`config.mk`:
```
export PLATFORM = sky130hd
export DESIGN_NAME = tworank_shifter
export DESIGN_NICKNAME = d
export VERILOG_FILES = /design/src/rtl/tr_pkg.sv /design/src/rtl/tr_step_ctl.sv /design/src/rtl/tr_rank_path.sv /design/src/rtl/tworank_shifter.sv
export SDC_FILE = /design/constraint.sdc
export NUM_CORES = 1
export LEC_CHECK = 0
export ABC_CLOCK_PERIOD_IN_PS = 2800
export BUFFER_PORTS_ARGS = -buffer_cell sky130_fd_sc_hd__buf_4
export CORE_MARGIN = 3
export CORE_UTILIZATION = 35
export DETAILED_ROUTE_END_ITERATION = 8
export SLEW_MARGIN = 20
export SYNTH_ARGS = -nofsm -noshare
export SYNTH_HDL_FRONTEND = slang
export SYNTH_SLANG_ARGS = --single-unit
export TNS_END_PERCENT = 1
```
`constraint.sdc`:
```
create_clock -name clk -period 2.8 [get_ports clk]
set_input_delay 0.56 -clock clk [delete_from_list [all_inputs] [get_ports clk]]
set_output_delay 0.56 -clock clk [all_outputs]
set_load 0.01 [all_outputs]
```
`src/rtl/tr_pkg.sv`:
```
package tr_pkg;
    localparam int WORD_W  = 40;
    localparam int COUNT_W = 6;

    typedef enum logic [1:0] {
        OP_LOAD  = 2'd0,
        OP_CLEAR = 2'd1,
        OP_LEFT  = 2'd2,
        OP_RIGHT = 2'd3
    } tr_op_e;
endpackage

```
`src/rtl/tr_step_ctl.sv`:
```
module tr_step_ctl
    import tr_pkg::*;
#(
    parameter int COUNT_W = tr_pkg::COUNT_W
) (
    input  logic               clk,
    input  logic               rst_n,
    input  logic               cmd_valid,
    input  logic [1:0]         cmd_op,
    input  logic [COUNT_W-1:0] cmd_count,
    output logic               load_en,
    output logic               clear_en,
    output logic               down_en,
    output logic               up_en,
    output logic               dir_left,
    output logic               busy,
    output logic               done
);
    typedef struct packed {
        logic               busy;
        logic               up_ph;
        logic               left;
        logic [COUNT_W-1:0] cnt;
        logic               done;
    } seq_t;

    localparam logic [COUNT_W-1:0] CNT_ONE = COUNT_W'(1);

    seq_t s_d, s_q;
    logic accept_d;

    always_comb begin
        s_d      = s_q;
        s_d.done = 1'b0;
        accept_d = cmd_valid && !s_q.busy;
        if (s_q.busy) begin
            if (!s_q.up_ph) begin
                s_d.up_ph = 1'b1;
            end else begin
                s_d.up_ph = 1'b0;
                s_d.cnt   = s_q.cnt - CNT_ONE;
                if (s_q.cnt == CNT_ONE) begin
                    s_d.busy = 1'b0;
                    s_d.done = 1'b1;
                end
            end
        end else if (cmd_valid) begin
            case (tr_op_e'(cmd_op))
                OP_LOAD, OP_CLEAR: s_d.done = 1'b1;
                default: begin
                    if (cmd_count == '0) begin
                        s_d.done = 1'b1;
                    end else begin
                        s_d.busy  = 1'b1;
                        s_d.up_ph = 1'b0;
                        s_d.left  = (tr_op_e'(cmd_op) == OP_LEFT);
                        s_d.cnt   = cmd_count;
                    end
                end
            endcase
        end
    end

    always_ff @(posedge clk) begin
        if (!rst_n) s_q <= '0;
        else        s_q <= s_d;
    end

    assign load_en  = accept_d && (tr_op_e'(cmd_op) == OP_LOAD);
    assign clear_en = accept_d && (tr_op_e'(cmd_op) == OP_CLEAR);
    assign down_en  = s_q.busy && !s_q.up_ph;
    assign up_en    = s_q.busy && s_q.up_ph;
    assign dir_left = s_q.left;
    assign busy     = s_q.busy;
    assign done     = s_q.done;

    // a running shift always has steps left
    a_r6_count_nonzero: assert property (@(posedge clk) disable iff (!rst_n)
        s_q.busy |-> (s_q.cnt != '0));
    // busy can only drop together with the done pulse
    a_r6_done_on_fall: assert property (@(posedge clk) disable iff (!rst_n)
        $fell(s_q.busy) |-> s_q.done);
    // a down phase never ends the shift, whatever arrives on the command port
    a_r9_down_stays_busy: assert property (@(posedge clk) disable iff (!rst_n)
        (s_q.busy && !s_q.up_ph) |=> s_q.busy);
endmodule

```
`src/rtl/tr_rank_path.sv`:
```
module tr_rank_path #(
    parameter int WORD_W = tr_pkg::WORD_W
) (
    input  logic              clk,
    input  logic              rst_n,
    input  logic              load_en,
    input  logic              clear_en,
    input  logic              down_en,
    input  logic              up_en,
    input  logic              dir_left,
    input  logic              fill_bit,
    input  logic [WORD_W-1:0] load_word,
    output logic [WORD_W-1:0] upper_word
);
    typedef struct packed {
        logic [WORD_W-1:0] upper;
        logic [WORD_W-1:0] lower;
    } ranks_t;

    ranks_t r_d, r_q;
    logic [WORD_W-1:0] toward_msb, toward_lsb;

    for (genvar i = 0; i < WORD_W; i++) begin : g_bit
        if (i == 0) begin : g_lsb
            assign toward_msb[i] = fill_bit;
        end else begin : g_mid_l
            assign toward_msb[i] = r_q.lower[i-1];
        end
        if (i == WORD_W-1) begin : g_msb
            assign toward_lsb[i] = fill_bit;
        end else begin : g_mid_r
            assign toward_lsb[i] = r_q.lower[i+1];
        end
    end

    always_comb begin
        r_d = r_q;
        if (clear_en) begin
            r_d.upper = '0;
            r_d.lower = '0;
        end else if (load_en) begin
            r_d.upper = load_word;
        end else if (down_en) begin
            r_d.lower = r_q.upper;
        end else if (up_en) begin
            r_d.upper = dir_left ? toward_msb : toward_lsb;
        end
    end

    always_ff @(posedge clk) begin
        if (!rst_n) r_q <= '0;
        else        r_q <= r_d;
    end

    assign upper_word = r_q.upper;

    // the down phase leaves the upper rank alone
    a_r7_down_keeps_upper: assert property (@(posedge clk) disable iff (!rst_n)
        down_en |=> $stable(r_q.upper));
    // the down phase copies upper into lower
    a_r7_lower_takes_upper: assert property (@(posedge clk) disable iff (!rst_n)
        down_en |=> (r_q.lower == $past(r_q.upper)));
    // the up phase does not disturb the lower rank
    a_r7_up_keeps_lower: assert property (@(posedge clk) disable iff (!rst_n)
        up_en |=> $stable(r_q.lower));
endmodule

```
`src/rtl/tworank_shifter.sv`:
```
module tworank_shifter
    import tr_pkg::*;
#(
    parameter int WORD_W  = tr_pkg::WORD_W,
    parameter int COUNT_W = tr_pkg::COUNT_W
) (
    input  logic               clk,
    input  logic               rst_n,
    input  logic               cmd_valid,
    input  logic [1:0]         cmd_op,
    input  logic [COUNT_W-1:0] cmd_count,
    input  logic [WORD_W-1:0]  load_word,
    input  logic               fill_bit,
    output logic               busy,
    output logic               done,
    output logic [WORD_W-1:0]  upper_word
);
    logic load_en, clear_en, down_en, up_en, dir_left;

    tr_step_ctl #(.COUNT_W(COUNT_W)) u_ctl (
        .clk      (clk),
        .rst_n    (rst_n),
        .cmd_valid(cmd_valid),
        .cmd_op   (cmd_op),
        .cmd_count(cmd_count),
        .load_en  (load_en),
        .clear_en (clear_en),
        .down_en  (down_en),
        .up_en    (up_en),
        .dir_left (dir_left),
        .busy     (busy),
        .done     (done)
    );

    tr_rank_path #(.WORD_W(WORD_W)) u_path (
        .clk       (clk),
        .rst_n     (rst_n),
        .load_en   (load_en),
        .clear_en  (clear_en),
        .down_en   (down_en),
        .up_en     (up_en),
        .dir_left  (dir_left),
        .fill_bit  (fill_bit),
        .load_word (load_word),
        .upper_word(upper_word)
    );

    // done never lasts into a cycle where a shift is still running
    a_r11_done_not_busy: assert property (@(posedge clk) disable iff (!rst_n)
        done |-> !busy);
endmodule

```
# Word level (Yosys, flattened, before mapping)

Index checks and enable logic that the tools add are counted.

Flip-flop bits (word level): 90
Input bits: 52
Output and inout port bits: 42
Word-level logic and storage cells: 54

$add $sub $neg: 1
Eq/ne operators: 7
Multiplexer cells: 16
Bitwise gates (word level): 5
Reduce and logical (&&, ||, !) cells: 18

Operators by type and width:

| kind                                             | count |
|---|---|
| two-way mux 40 bit                               | 4 |
| two-way mux 9 bit                                | 2 |
| two-way mux 7 bit                                | 2 |
| two-way mux 10 bit                               | 1 |
| AND reduction 4 bit                              | 2 |
| == test 6 x 1 -> 1 bit, second input constant    | 1 |
| logical NOT 6 bit                                | 1 |
| two-way mux 1 bit                                | 6 |
| subtractor 6 x 1 -> 6 bit, second input constant | 1 |
| logical AND 1 bit                                | 5 |
| NOT 1 bit                                        | 5 |
| != test 2 x 1 -> 1 bit, second input constant    | 2 |
| != test 2 bit, second input constant             | 2 |
| AND reduction 2 bit                              | 2 |
| nonzero test 2 bit                               | 2 |
| OR reduction 2 bit                               | 2 |
| AND reduction 3 bit                              | 1 |
| == test 2 x 1 -> 1 bit, second input constant    | 1 |
| == test 2 bit, second input constant             | 1 |
| logical NOT 1 bit                                | 2 |
| logical NOT 2 bit                                | 1 |
| two-way mux 2 bit                                | 1 |

# Logic depth before layout (Yosys ltp)

Depth in word-level cells: 5
Mapped depth: 6
Gate-level depth less buffers: 6

# Cells and area by module

Synthesis repeated with hierarchy kept, for this count alone.

Cells, all modules: 513
Area, all modules: 4406.7 um^2

Modules (own cells, without submodules):

| module       | times used | cells each | area each (um^2) | sequential area each (um^2) |
|---|---|---|---|---|
| tr_rank_path | 1          | 441        | 3838.7           | 1601.5 |
| tr_step_ctl  | 1          | 72         | 568.0            | 200.2 |

# Worst setup path before layout

OpenSTA, ideal clock, no wires.

Path type: in2reg
Start: in cmd_count[1]
End: reg u_ctl.s_q[3] (netlist bit)
Library setup time: 124 ps
Data arrival time: 1670 ps
Data required time: 2676 ps
Setup slack: 1006 ps
Stages on the path: 4
Buffers on the path: 0
Cell sequence: or4_4 > o31ai_4 > a221oi_1 > o311a_2

Word-level cells in the longest chain between the ends: 3

Ends and longest elaborated chain:

| item                                    | RTL line              | source |
|---|---|---|
| from (decl)                             | tworank_shifter.sv:11 | `input logic [COUNT_W-1:0] cmd_count,` |
| logical NOT 6 bit                       | tr_step_ctl.sv:51     | `if (cmd_count == '0) begin` |
| != test 2 x 1 -> 1 bit (no source line) | n/a                   |  |
| AND reduction 4 bit (no source line)    | n/a                   |  |
| to (signal assigned)                    | tr_step_ctl.sv:65     | `if (!rst_n) s_q <= '0;` |
| to (signal assigned)                    | tr_step_ctl.sv:66     | `else s_q <= s_d;` |
| to (decl)                               | tr_step_ctl.sv:29     | `seq_t s_d, s_q;` |

No other way between the ends.
A chain may end at the register's enable or synchronous reset.

# Final worst setup path

Start: reg u_ctl.s_q (netlist bit u_ctl.busy)
End: reg u_ctl.s_q[2] (netlist bit)

Word-level cells in the longest chain between the ends: 2
Elaborated cells on any way between the ends: 6
Those cells by class: 3 x eq/ne; 1 x mux; 2 x reduce/logical

Ends and longest elaborated chain:

| item |
|---|
| != test 2 bit (no source line), or another cell as far along |
| AND reduction 4 bit (no source line) |

Several ways; a longest one is shown, not always the timed one.

==> summary.md <==
| Metric | Value |
|---|---|
| Worst IR Drop VDD | `0.354 mV` |
| Register bit total from synthesis | `90` |
| EDFF count, synth | `0` |
| Worst min-delay path category | `in -> reg` |
| Aggregate global-route resource usage | `15.0%` |
| Final setup viols | `0` |
| Via count | `3546` |
| Vias in the first global route | `3359` |
| First-pass GRT wire length | `16.2 mm` |
| Worst Setup Start Kind | `flip-flop` |
| Area delta synth->final | `18.9%` |
| N_diodes | `0` |
| Yosys warns | `0` |
| CP endpoint kind | `flip-flop` |
| Crit Path Max Fanout | `31` |
| Layout Nets | `592` |
| CTS H-tree lvls | `3` |
| Synth async-reset ratio | `0%` |
| CTS clk-pin slew, worst paths | `0.07 ns` |
| Initial drt markers | `196` |
| Root Driver | `clkbuf_16` |
| Initial Utilization | `36.3%` |
| Most common cell in the netlist | `dfxtp_1` |
| Final ANT Viol Nets | `0` |
| Gr ovfl total | `0` |
| Crit path time final | `1.82 ns` |
| Detailed placement HPWL | `6.48 mm` |
| Port Buffer Count | `93` |
| Design area | `5010 sq um` |
| Core area | `11600 sq um` |
| Leak | `0.00177 uW` |
| Later-pin clock latency in the skew report | `0.33 ns` |
| Place WS | `0.748 ns` |
| Post-CTS setup buffers | `0` |
| Rel. slew slack | `46.7%` |
| Cell Area, Placed | `4740 sq um` |
| Post-synthesis sequential area ratio | `42.7%` |
| Reg power frac | `49.1%` |
| Comb pwr share | `10.6%` |
| Vias per Instance | `5.17` |
| Final hold vios | `0` |
| Synth cell types | `35` |
| CP top delay family | `simple AND/OR/NAND/NOR gates` |
| Total power | `2740 uW` |
| Switching Fraction | `25.1%` |
| Die X | `116 um` |
| Layout cells sized above 1 | `23.0%` |
| Crit path buf inv count | `1` |
| Final period util | `65.1%` |
| Mean post-synth cell area | `8.35 sq um` |
| Slowest stage cell, crit path | `dfxtp_1` |
| Per-cell routed wire length | `14.7 um` |
| Post-detailed-route DRC marker count | `0` |
| Worst-Margin Slew | `0.800 ns` |
| Largest net degree at the start of global routing | `81` |
| Post-synthesis cell count | `505` |
| RSZ-0062 raised after global routing | `no` |
| WL final | `10.1 mm` |
| Crit Path Category | `reg -> reg` |
| Setup_tns | `0 ns` |
| Status | `completed` |
| Setup WS post-layout | `0.977 ns` |
| P_sw | `688 uW` |
| Crit-path cells | `nand2_2 -> buf_4 -> nor2_1 -> a21oi_1 -> a21boi_0` |
| Max-slew violation count | `0` |
| Clk sink count | `90` |
| Die area | `13400 sq um` |
| CTS tree | `yes` |
| Hold Buf Count CTS | `0` |
| Max cap viols | `0` |
| CTS buffer count | `9` |
| # IOs | `94` |
| Final-layout fill cell count | `1195` |
| Yosys top cell by area | `dfxtp_1` |
| Row cnt | `39` |
| Initial antenna violation count | `0` |
| Synth area leaders | `dfxtp_1 (43%), mux2i_1 (9.7%), a221oi_1 (8.5%)` |
| Power share of the clock group | `40.3%` |
| Power Density | `546 nW/um^2` |
| CP peak stage delay | `0.55 ns` |
| Crit path arrival time | `2.07 ns` |
| Fmax | `549 MHz` |
| Most frequent cells after synthesis | `dfxtp_1 (90), nor2_1 (87), nand2_1 (83)` |
| GP Congestion | `0.776` |
| Syn Nets | `559` |
| Fin Clk Skew | `0.00725 ns` |
| Data required time at the worst endpoint | `3.05 ns` |
| Post-CTS Resized | `0` |
| Max clock buf depth | `2` |
| Synth top area share | `42.7%` |
| Internal power | `2050 uW` |
| DR pass1 iterations | `4` |
| Most used DFF post-synth | `dfxtp_1` |
| Synthesized area | `4220 sq um` |
| R2R setup slack | `0.98 ns` |
| Die height | `116 um` |
-- path summary, 6_finish.rpt --
kind,end,start,cells past startpoint
worst max-delay path,u_ctl.s_q[2],u_ctl.busy,5
worst min-delay path,u_path.upper_word[5],load_word[5],3
worst max register to register,u_ctl.s_q[2],u_ctl.busy,5
worst min register to register,u_path.r_q[0],u_path.r_q[0],2
-- per-layer routing --
layer	wire length [um]	part of all wire (%)	global-route usage, %
met5	0	0	0
met3	427	4.2	2.30
met1	4680	47	19.6
met4	126	1.3	5.10
met2	4830	48	25.2
-- cells in the final DEF, fill, tap and decap left out, types with 2 or more instances in the layout --
cell	count
nor3b_1	3
nand2_2	2
xor2_1	2
a22oi_1	3
dfxtp_1	89
buf_4	97
o21a_1	3
clkbuf_16	9
a21oi_1	41
a21boi_0	3
a221oi_1	41
mux2i_1	41
nor3_1	2
nor2_4	2
nand3_1	5
inv_1	4
clkinvlp_4	4
nor2_1	85
ha_1	2
nand2_1	81
buf_12	2
-- per-stage QoR --
| stage | std cells | utilization [%] | hold slack (ns) |
|---|---|---|---|
| 2_1_floorplan | 505 | - | 0.436 |
| 3_3_place_gp | 670 | 40.8 | 0.446 |
| 3_5_place_dp | 670 | 40.8 | 0.455 |
| 4_1_cts | 686 | 43.2 | 0.455 |
| 5_1_grt | 686 | 43.2 | 0.471 |
| 6_report | 686 | 43.2 | 0.464 |
-- cell families (layout without fill, tap and decap cells) --
group                      count (synthesis)  count (layout)  share of synthesized area, %
adders and majority gates                  2               2                         0.593
and+or+nand+nor                          191             191                          18.8
muxes                                     41              41                          9.73
buffers and inverters                     81             119                          10.9
AOI/OAI and AO/OA                         98              98                          16.7
xor gates and xnor gates                   2               2                         0.416
DFF                                       90              90                          42.7
-- power by group through the flow --
stage	logic, uW	registers, uW	clock network (uW)
after floorplan	192	1360	0
after global placement	289	1370	0
after detailed placement	293	1370	0
after CTS	294	1340	1140
after global routing	318	1350	1190
final	290	1340	1100
-- worst min-delay path: cells and delay by family --
kind / cells / cell delay, ns
AO/OA/AOI/OAI: 1 / 0.06
buffers and inverters: 1 / 0.08
AND/OR/NAND/NOR: 1 / 0.07
-- cell type report --
cell class                 instances  area (sq um)  share of cell area, %
tap                              143           179                   3.57
timing repair buffer              99           768                   15.3
sequential                        90          1800                   36.0
clock buffer                      10           229                   4.57
clock inverter                     6          43.8                  0.873
inverter                           4          15.0                  0.299
multi-input combinational        334          1980                   39.4
-- flip-flops by register name, summed over array words and instances (netlist names) --
signal and cells:
u_path.r_q 40, u_path.upper_word 40, u_ctl.s_q 7, u_ctl.busy 1
u_ctl.dir_left 1, u_ctl.done 1
No activity file was read; power rests on OpenSTA's default activity.
